==> src/rtl/pfs_pkg.sv <==
package pfs_pkg;

    typedef enum logic [2:0] {
        ST_SEALED = 3'd0,
        ST_GUARD  = 3'd1,
        ST_BATT   = 3'd2,
        ST_SETTLE = 3'd3,
        ST_LIVE   = 3'd4
    } pfs_state_e;

    typedef struct packed {
        logic run;
        logic trip;
        logic swo;
    } pfs_lvl_t;

    typedef struct packed {
        logic ce_n;
        logic we_n;
        logic oe_n;
    } pfs_host_t;

    typedef struct packed {
        logic ce_n;
        logic we_n;
        logic hiz;
    } pfs_gate_t;

    localparam pfs_gate_t GATE_SHUT = '{ce_n: 1'b1, we_n: 1'b1, hiz: 1'b1};

    // Where a loss of the trip flag lands, given the switchover flag.
    function automatic pfs_state_e pfs_drop_target(input logic swo);
        return swo ? ST_GUARD : ST_BATT;
    endfunction

    // A read drives the bus only with CE and OE active and no write pending.
    function automatic logic pfs_drives_bus(input pfs_host_t h);
        return !h.ce_n && !h.oe_n && h.we_n;
    endfunction

endpackage

==> src/rtl/pfs_seal_latch.sv <==
module pfs_seal_latch (
    input  logic clk,
    input  logic por,
    input  logic trip,
    output logic armed
);
    // Cleared only by power-on reset; the functional reset has no path here.
    always_ff @(posedge clk) begin
        if (por)
            armed <= 1'b0;
        else if (trip)
            armed <= 1'b1;
    end
endmodule

==> src/rtl/pfs_holdoff.sv <==
module pfs_holdoff #(
    parameter int unsigned HOLD_TICKS = 125
) (
    input  logic clk,
    input  logic rst,
    input  logic clr,
    input  logic step,
    output logic done
);
    localparam int unsigned CW = (HOLD_TICKS < 2) ? 1 : $clog2(HOLD_TICKS + 1);
    localparam logic [CW-1:0] LIMIT = CW'(HOLD_TICKS);

    logic [CW-1:0] cnt;

    always_ff @(posedge clk) begin
        if (rst || clr)
            cnt <= '0;
        else if (step && (cnt != LIMIT))
            cnt <= cnt + 1'b1;
    end

    assign done = (cnt == LIMIT);
endmodule

==> src/rtl/pfs_fsm.sv <==
module pfs_fsm
    import pfs_pkg::*;
(
    input  logic       clk,
    input  logic       rst,
    input  logic       por,
    input  logic       armed,
    input  logic       trip,
    input  logic       swo,
    input  logic       done,
    output pfs_state_e state
);
    pfs_state_e nxt;

    always_comb begin
        nxt = state;
        unique case (state)
            ST_SEALED: if (trip) nxt = ST_SETTLE;
            ST_GUARD: begin
                if (!swo)      nxt = ST_BATT;
                else if (trip) nxt = ST_SETTLE;
            end
            ST_BATT:   if (swo) nxt = ST_GUARD;
            ST_SETTLE: begin
                if (!trip)     nxt = pfs_drop_target(swo);
                else if (done) nxt = ST_LIVE;
            end
            ST_LIVE:   if (!trip) nxt = pfs_drop_target(swo);
            default:   nxt = ST_GUARD;
        endcase
    end

    always_ff @(posedge clk) begin
        if (por)
            state <= ST_SEALED;
        else if (rst)
            state <= armed ? ST_GUARD : ST_SEALED;
        else
            state <= nxt;
    end
endmodule

==> src/rtl/pfs_gate.sv <==
module pfs_gate
    import pfs_pkg::*;
(
    input  pfs_state_e state,
    input  logic       trip,
    input  pfs_host_t  host,
    output pfs_gate_t  gate,
    output logic       grant,
    output logic       bat_sel
);
    // The trip flag is used directly so protection needs no clock edge.
    assign grant   = (state == ST_LIVE) && trip;
    assign bat_sel = (state == ST_BATT);

    always_comb begin
        gate = GATE_SHUT;
        if (grant) begin
            gate.ce_n = host.ce_n;
            gate.we_n = host.we_n | host.ce_n;
            gate.hiz  = !pfs_drives_bus(host);
        end
    end
endmodule

==> src/rtl/pfs_supervisor.sv <==
module pfs_supervisor
    import pfs_pkg::*;
#(
    parameter int unsigned HOLD_TICKS = 125
) (
    input  logic       clk,
    input  logic       rst,
    input  logic       por,
    input  logic       lvl_run,
    input  logic       lvl_trip,
    input  logic       lvl_swo,
    input  logic       tick,
    input  logic       host_ce_n,
    input  logic       host_we_n,
    input  logic       host_oe_n,
    output logic       mem_ce_n,
    output logic       mem_we_n,
    output logic       out_hiz,
    output logic       bat_sel,
    output logic       bat_en,
    output logic       acc_grant,
    output logic [2:0] state_code
);
    pfs_lvl_t   lvl;
    pfs_host_t  host;
    pfs_gate_t  gate;
    pfs_state_e state;
    logic       armed;
    logic       hold_done;
    logic       hold_step;
    logic       hold_clr;

    assign lvl  = '{run: lvl_run, trip: lvl_trip, swo: lvl_swo};
    assign host = '{ce_n: host_ce_n, we_n: host_we_n, oe_n: host_oe_n};

    assign hold_step = tick & lvl.run & host.ce_n;
    assign hold_clr  = (state != ST_SETTLE) | !lvl.run | !host.ce_n;

    pfs_seal_latch u_seal (
        .clk   (clk),
        .por   (por),
        .trip  (lvl.trip),
        .armed (armed)
    );

    pfs_holdoff #(.HOLD_TICKS(HOLD_TICKS)) u_hold (
        .clk  (clk),
        .rst  (rst | por),
        .clr  (hold_clr),
        .step (hold_step),
        .done (hold_done)
    );

    pfs_fsm u_fsm (
        .clk   (clk),
        .rst   (rst),
        .por   (por),
        .armed (armed),
        .trip  (lvl.trip),
        .swo   (lvl.swo),
        .done  (hold_done),
        .state (state)
    );

    pfs_gate u_gate (
        .state   (state),
        .trip    (lvl.trip),
        .host    (host),
        .gate    (gate),
        .grant   (acc_grant),
        .bat_sel (bat_sel)
    );

    assign mem_ce_n   = gate.ce_n;
    assign mem_we_n   = gate.we_n;
    assign out_hiz    = gate.hiz;
    assign bat_en     = armed;
    assign state_code = state;
endmodule

==> config.mk <==
export PLATFORM = sky130hd
export DESIGN_NAME = pfs_supervisor
export DESIGN_NICKNAME = d
export VERILOG_FILES = /design/src/rtl/pfs_pkg.sv /design/src/rtl/pfs_seal_latch.sv /design/src/rtl/pfs_holdoff.sv /design/src/rtl/pfs_fsm.sv /design/src/rtl/pfs_gate.sv /design/src/rtl/pfs_supervisor.sv
export SDC_FILE = /design/constraint.sdc
export NUM_CORES = 1
export LEC_CHECK = 0
export BUFFER_PORTS_ARGS = -buffer_cell sky130_fd_sc_hd__buf_2
export CORE_MARGIN = 10
export CORE_UTILIZATION = 41
export CTS_CLUSTER_SIZE = 28
export DETAILED_ROUTE_END_ITERATION = 12
export GPL_TIMING_DRIVEN = 1
export HOLD_SLACK_MARGIN = 0.1
export MAX_ROUTING_LAYER = met4
export PLACE_DENSITY = 0.75
export SYNTH_ARGS = -nofsm -noshare
export SYNTH_HDL_FRONTEND = slang
export SYNTH_SLANG_ARGS = --single-unit
==> constraint.sdc <==
create_clock -name clk -period 2.2 [get_ports clk]
set_input_delay 0.22 -clock clk [delete_from_list [all_inputs] [get_ports clk]]
set_output_delay 0.22 -clock clk [all_outputs]
set_load 0.02 [all_outputs]
==> impl_metrics.env, run 1 <==
export IMPL_status="complete, no violations"
export IMPL_irDropWorstVdd_uv=320
export IMPL_wl_per_cell_um=14.4
export IMPL_portBuffers=18
export IMPL_vias=645
export IMPL_crit_type="register to primary output"
export IMPL_gr_total_overflow=0
export IMPL_ys_warn_count=0
export IMPL_final_common_cell="buf_2"
export IMPL_start_util=0.444
export IMPL_synth_cells=78
export IMPL_end_kind="primary output"
export IMPL_max_slew_worst_pin_slew_ns=0.347
export IMPL_area_growth_pct=18.5
export IMPL_clockBufferDepth=2
export IMPL_post_route_cells_drive_above_1_share=0.296
export IMPL_clockRootBuffer="clkbuf_4"
export IMPL_reg2reg_setup_slack_ns=0.66
export IMPL_r2r_start="u_hold.cnt[1]"
export IMPL_power_density_mw_per_mm2=487
export IMPL_ys_flop_type="dfxtp_1"
export IMPL_syn_area_um2=684
export IMPL_drt_first_pass_iters=4
export IMPL_std_cell_rows=14
export IMPL_path_depth=3
export IMPL_fin_crit_sh=0.812
export IMPL_synth_seq_area_share=0.322
export IMPL_h_tree_depth=1
export IMPL_synth_edff_count=0
export IMPL_grt_first_pass_wirelength_um=2810
export IMPL_rsz0062_at_grt="no"
export IMPL_place_area_um2=785
export IMPL_cap_violations=0
export IMPL_crit_family="simple AND/OR/NAND/NOR gates"
export IMPL_crit_arrival_ns=1.57
export IMPL_die_w_um=60.9
export IMPL_max_stage_delay_ns=0.53
export IMPL_min_period_ns=1.79
export IMPL_ys_async_sr_fraction=0
export IMPL_cts_resized_gates=0
export IMPL_synth_top_area_cell="dfxtp_1"
export IMPL_clock_sinks=11
export IMPL_crit_buf_inv=1
export IMPL_ant_nets=0
export IMPL_fmax_mhz=560
export IMPL_drc=0
export IMPL_finalSetupViolCount=0
export IMPL_start_kind="register"
export IMPL_synth_nets=90
export IMPL_finalHoldViolCount=0
export IMPL_worstHoldStart="por"
export IMPL_most_common_layout_cells="18 x buf_2, 13 x nor2_1, 11 x dfxtp_1"
export IMPL_holdBufCountCts=0
export IMPL_coreArea_mm2=0.00154
export IMPL_crit_path_max_fanout=11
export IMPL_grt_max_degree=12
export IMPL_synth_distinct_cells=34
export IMPL_post_cts_buffers=0
export IMPL_crit_start="u_fsm.state[2]"
export IMPL_syn_avg_cell_area_um2=8.77
export IMPL_ff2ff_path_depth=6
export IMPL_p_leak_nw=0.324
export IMPL_clock_skew_ns=0.00167
export IMPL_relSlewSlack=0.768
export IMPL_dp_hpwl_um=1280
export IMPL_chipHeight_um=60.9
export IMPL_fillCellCount=153
export IMPL_cts_tree="done"
export IMPL_setup_tns_ns=0
export IMPL_synth_top_area_share=0.322
export IMPL_vias_per_cell=5.66
export IMPL_wirelength_um=1640
export IMPL_crit_chain="nand4bb_1 > or3_1 > buf_2"
export IMPL_clock_latency_ns=0.27
export IMPL_fin_nets=111
export IMPL_worstPathRequired_ns=1.98
export IMPL_num_io_pins=19
export IMPL_track_usage=0.100
export IMPL_yosys_register_bits=11
export IMPL_final_area_um2=811
export IMPL_die_area_mm2=0.00370
export IMPL_place_gp_congestion=0.850
export IMPL_r2r_end="u_hold.cnt[1]"
export IMPL_grt_pass1_vias=635
export IMPL_antenna_found_initial=0
export IMPL_drtIter0Drc=18
export IMPL_clk_pin_slew_ns=0.07
export IMPL_crit_path_end="mem_we_n"
export IMPL_diodes=0
export IMPL_maxSlewViolCount=0
export IMPL_cts_made_buffers=3
export IMPL_synth_area_top_cells="dfxtp_1 32%, nor2_1 7.1%, nor4b_2 4.4%"
export IMPL_slowest_stage="dfxtp_1"
export IMPL_hold_path_class="input pin to register"
export IMPL_hold_slack_ns=0.177
## cell usage after synthesis, types with 2 or more instances
cell / n
nor3_1: 2
nand2_1: 3
o21ai_0: 2
dfxtp_1: 11
ha_1: 2
a211oi_1: 2
inv_1: 4
nor3b_1: 3
and3_1: 2
a21oi_1: 2
buf_2: 2
nor2_1: 13
nand3_1: 4
xnor2_1: 3
nor4b_2: 2
xor2_1: 3
## final cells by class
class	instances	area (um2)	area share
inverters	4	15.0	0.0185
flip-flops and latches	11	220	0.272
repair buffers	18	90.1	0.111
multi-input cells	61	439	0.542
clock buffers	4	26.3	0.0324
well taps	16	20.0	0.0247
## flip-flops by register name, indices dropped and copies added, names as in the netlist
register and count:
u_hold.cnt 7, u_seal.armed 1, u_fsm.state 3
## worst register-to-register path: stages, from the launching register on
cell and delay [ns]:
dfxtp_1 0.40, inv_1 0.06, ha_1 0.19, and3_1 0.23
a21oi_1 0.30, nor2_1 0.09, a211oi_2 0.20
## per-layer routing
layer	share of wire	GRT usage	up-vias
li1	-	-	329
met1	0.46	0.111	293
met2	0.46	0.157	19
met3	0.062	0.0459	4
met4	0.012	0.0313	0
met5	0	-	-
## where the power goes
part           total, mW  internal, mW  switching (mW)
clock              0.138        0.0703          0.0675
combinational     0.0479        0.0217          0.0261
sequential         0.209         0.203         0.00646
total              0.395         0.295           0.100
## worst min path at each step
stage	to	cells after the start
finish	u_fsm.state[0]	2
global route	u_fsm.state[1]	2
CTS	u_fsm.state[1]	2
detailed placement	u_fsm.state[0]	2
global placement	u_fsm.state[1]	2
floorplan	u_fsm.state[1]	1
## kinds of logic after synthesis
family          count (synthesis)  share of synthesized area
simple gates                   39                      0.371
compound gates                 14                      0.157
flops                          11                      0.322
xor+xnor                        6                     0.0768
buf+inv                         6                     0.0366
fa+ha+maj                       2                     0.0366
## per-stage QoR
| step | std cells | util | power [mW] | setup slack [ns] |
|---|---|---|---|---|
| after floorplan | 78 | - | 0.241 | 0.767 |
| after global placement | 110 | 0.509 | 0.261 | 0.745 |
| after detailed placement | 110 | 0.509 | 0.263 | 0.696 |
| after CTS | 114 | 0.526 | 0.403 | 0.412 |
| after global routing | 114 | 0.526 | 0.422 | 0.316 |
| final | 114 | 0.526 | 0.395 | 0.414 |
(Power assumes the default switching activity.)
==> inputs of run 2 (changes only) <==
Settings changed: ABC_AREA set to 1, PLACE_DENSITY 0.75 to 0.74.
Clock period 2.2 ns to 1.67 ns, I/O delays scaled along.
==> impl_metrics.env, run 2 <==
export IMPL_status="complete, no violations"
export IMPL_p_leak_nw=0.454
export IMPL_power_density_mw_per_mm2=574
export IMPL_drt_first_pass_iters=4
export IMPL_synth_area_top_cells="dfxtp_1 29%, nand2_1 19%, inv_1 6.4%"
export IMPL_synth_top_area_cell="dfxtp_1"
export IMPL_die_w_um=63.1
export IMPL_crit_arrival_ns=1.44
export IMPL_p_total_mw=0.548
export IMPL_setup_ws_ns=0.0584
export IMPL_drtIter0Drc=23
export IMPL_largest_reg_flops=7
export IMPL_wirelength_um=1800
export IMPL_drc=0
export IMPL_num_io_pins=19
export IMPL_post_route_cells_drive_above_1_share=0.301
export IMPL_clk_pin_slew_ns=0.07
export IMPL_clock_latency_ns=0.27
export IMPL_max_slew_worst_pin_slew_ns=0.232
export IMPL_syn_avg_cell_area_um2=6.40
export IMPL_fin_crit_sh=0.965
export IMPL_std_cell_rows=15
export IMPL_die_area_mm2=0.00398
export IMPL_area_growth_pct=25.3
export IMPL_end_kind="primary output"
export IMPL_yosys_register_bits=11
export IMPL_top_regs="u_hold.cnt (7), u_fsm.state (3), u_seal.armed (1)"
export IMPL_antenna_found_initial=0
export IMPL_portBuffers=18
export IMPL_max_stage_delay_ns=0.37
export IMPL_ys_warn_count=0
export IMPL_dp_hpwl_um=1440
export IMPL_grt_max_degree=10
export IMPL_relSlewSlack=0.845
export IMPL_irDropWorstVdd_uv=374
export IMPL_synth_top_area_share=0.289
export IMPL_min_period_ns=1.61
export IMPL_critPathMostFrequentCell="nor2_4"
export IMPL_synth_cells=119
export IMPL_maxSlewViolCount=0
export IMPL_finalHoldViolCount=0
export IMPL_ant_nets=0
export IMPL_crit_path_max_fanout=6
export IMPL_clockRootBuffer="clkbuf_4"
export IMPL_finalSetupViolCount=0
export IMPL_clockBufferDepth=2
export IMPL_worstPathRequired_ns=1.50
export IMPL_vias_per_cell=4.79
export IMPL_start_util=0.437
export IMPL_fmax_mhz=620
export IMPL_crit_chain="nor2_4 > nand2_4 > nor2_4 > inv_2 > nor2_4 > inv_2 > or2_1 > buf_6"
export IMPL_largest_register="u_hold.cnt"
export IMPL_grt_first_pass_wirelength_um=2950
export IMPL_synth_distinct_cells=24
export IMPL_grt_pass1_vias=723
export IMPL_syn_area_um2=762
export IMPL_gr_total_overflow=0
export IMPL_dp_slack_ns=0.267
export IMPL_crit_family="simple AND/OR/NAND/NOR gates"
export IMPL_fin_nets=156
export IMPL_chipHeight_um=63.1
export IMPL_most_common_layout_cells="39 x nand2_1, 17 x buf_2, 13 x inv_1"
export IMPL_crit_buf_inv=3
export IMPL_coreArea_mm2=0.00175
export IMPL_crit_type="register to primary output"
export IMPL_fillCellCount=187
export IMPL_ys_async_sr_fraction=0
export IMPL_ys_flop_type="dfxtp_1"
export IMPL_final_common_cell="nand2_1"
export IMPL_clock_sinks=11
export IMPL_cap_violations=0
export IMPL_synth_edff_count=0
export IMPL_clock_skew_ns=0.00131
export IMPL_wl_per_cell_um=10.7
export IMPL_start_kind="register"
export IMPL_cts_tree="done"
export IMPL_h_tree_depth=1
export IMPL_vias=805
export IMPL_post_synth_top_count_cell="nand2_1"
export IMPL_slowest_stage="dfxtp_4"
export IMPL_cts_made_buffers=3
export IMPL_place_gp_congestion=0.789
export IMPL_synth_common_cells="39 x nand2_1, 13 x inv_1, 12 x nor2_1"
export IMPL_hold_path_class="input pin to register"
export IMPL_diodes=0
export IMPL_synth_seq_area_share=0.289
export IMPL_track_usage=0.0906
export IMPL_synth_nets=131
-- run 2: cell count changes after synthesis, moves of 3 or more --
cell     before  now
nand2_1       3   39
inv_1         4   13
a21oi_1       2    8
nor2_2        0    4
inv_2         0    3
nand2_2       0    3
nor3b_1       3    0
-- run 2: report_power, final --
group | switching [mW] | internal [mW] | leakage (nW)
registers | 0.00865 | 0.268 | 0.0911
logic | 0.0523 | 0.0394 | 0.348
clock network | 0.0875 | 0.0924 | 0.0150
total | 0.148 | 0.400 | 0.454
-- run 2: kinds of logic (layout without fill, tap and decap cells) --
logic type,after synthesis,count (layout),share of synthesized area
and+or+nand+nor,74,74,0.453
buffers and inverters,19,43,0.117
adders and majority gates,2,2,0.0328
xor gates and xnor gates,3,3,0.0345
AOI/OAI and AO/OA,10,10,0.0739
DFF,11,11,0.289
-- run 2: final cells by class --
type                            instances  area [um2]  share of cell area
Clock buffer                            4        26.3              0.0275
Inverter                               18        83.8              0.0878
Multi-Input combinational cell         89         463               0.485
Sequential cell                        11         229               0.240
Tap cell                               25        31.3              0.0328
Timing Repair Buffer                   21         121               0.127
-- run 2: worst register-to-register path, cell delays in order (launching register included) --
cell and delay (ns):
dfxtp_1 0.45, ha_1 0.23, nand3_2 0.12, nand2_4 0.13
inv_4 0.07, nand2_2 0.06, nand2_2 0.05, a21oi_2 0.09
-- run 2: through the flow --
| step | hold slack, ns | setup TNS (ns) | instances | utilization | area [um2] |
|---|---|---|---|---|---|
| 2_1_floorplan | 0.236 | 0 | 119 | - | 762 |
| 3_3_place_gp | 0.380 | 0 | 161 | 0.503 | 878 |
| 3_5_place_dp | 0.385 | 0 | 161 | 0.503 | 878 |
| 4_1_cts | 0.233 | 0 | 167 | 0.529 | 923 |
| 5_1_grt | 0.266 | -0.00835 | 168 | 0.547 | 955 |
| 6_report | 0.238 | 0 | 168 | 0.547 | 955 |
-- run 2: what timing repair did --
item | CTS | global route
pin swaps | 1 | 1
endpoints found under the hold margin | 2 | 0
endpoints found under the setup margin | 1 | 1
gates resized for setup | 1 | 8
setup buffers | 1 | 1
hold buffers | 1 | 0
-- run 2: final timing paths --
kind / startpoint / end / slack [ns] / cells past startpoint
max reg2reg: u_hold.cnt[0] / u_hold.cnt[1] / 0.43 / 7
min: lvl_trip / u_seal.armed / 0.24 / 3
max: u_fsm.state[0] / mem_we_n / 0.06 / 8
min reg2reg: u_seal.armed / u_seal.armed / 0.49 / 2
-- run 2: metal layers --
layer / part of all wire / up-vias / global-route usage
met5: 0 / - / -
met1: 0.38 / 359 / 0.0808
met2: 0.56 / 25 / 0.174
li1: - / 419 / -
met3: 0.063 / 2 / 0.0389
met4: 0.0050 / 0 / 0.0168
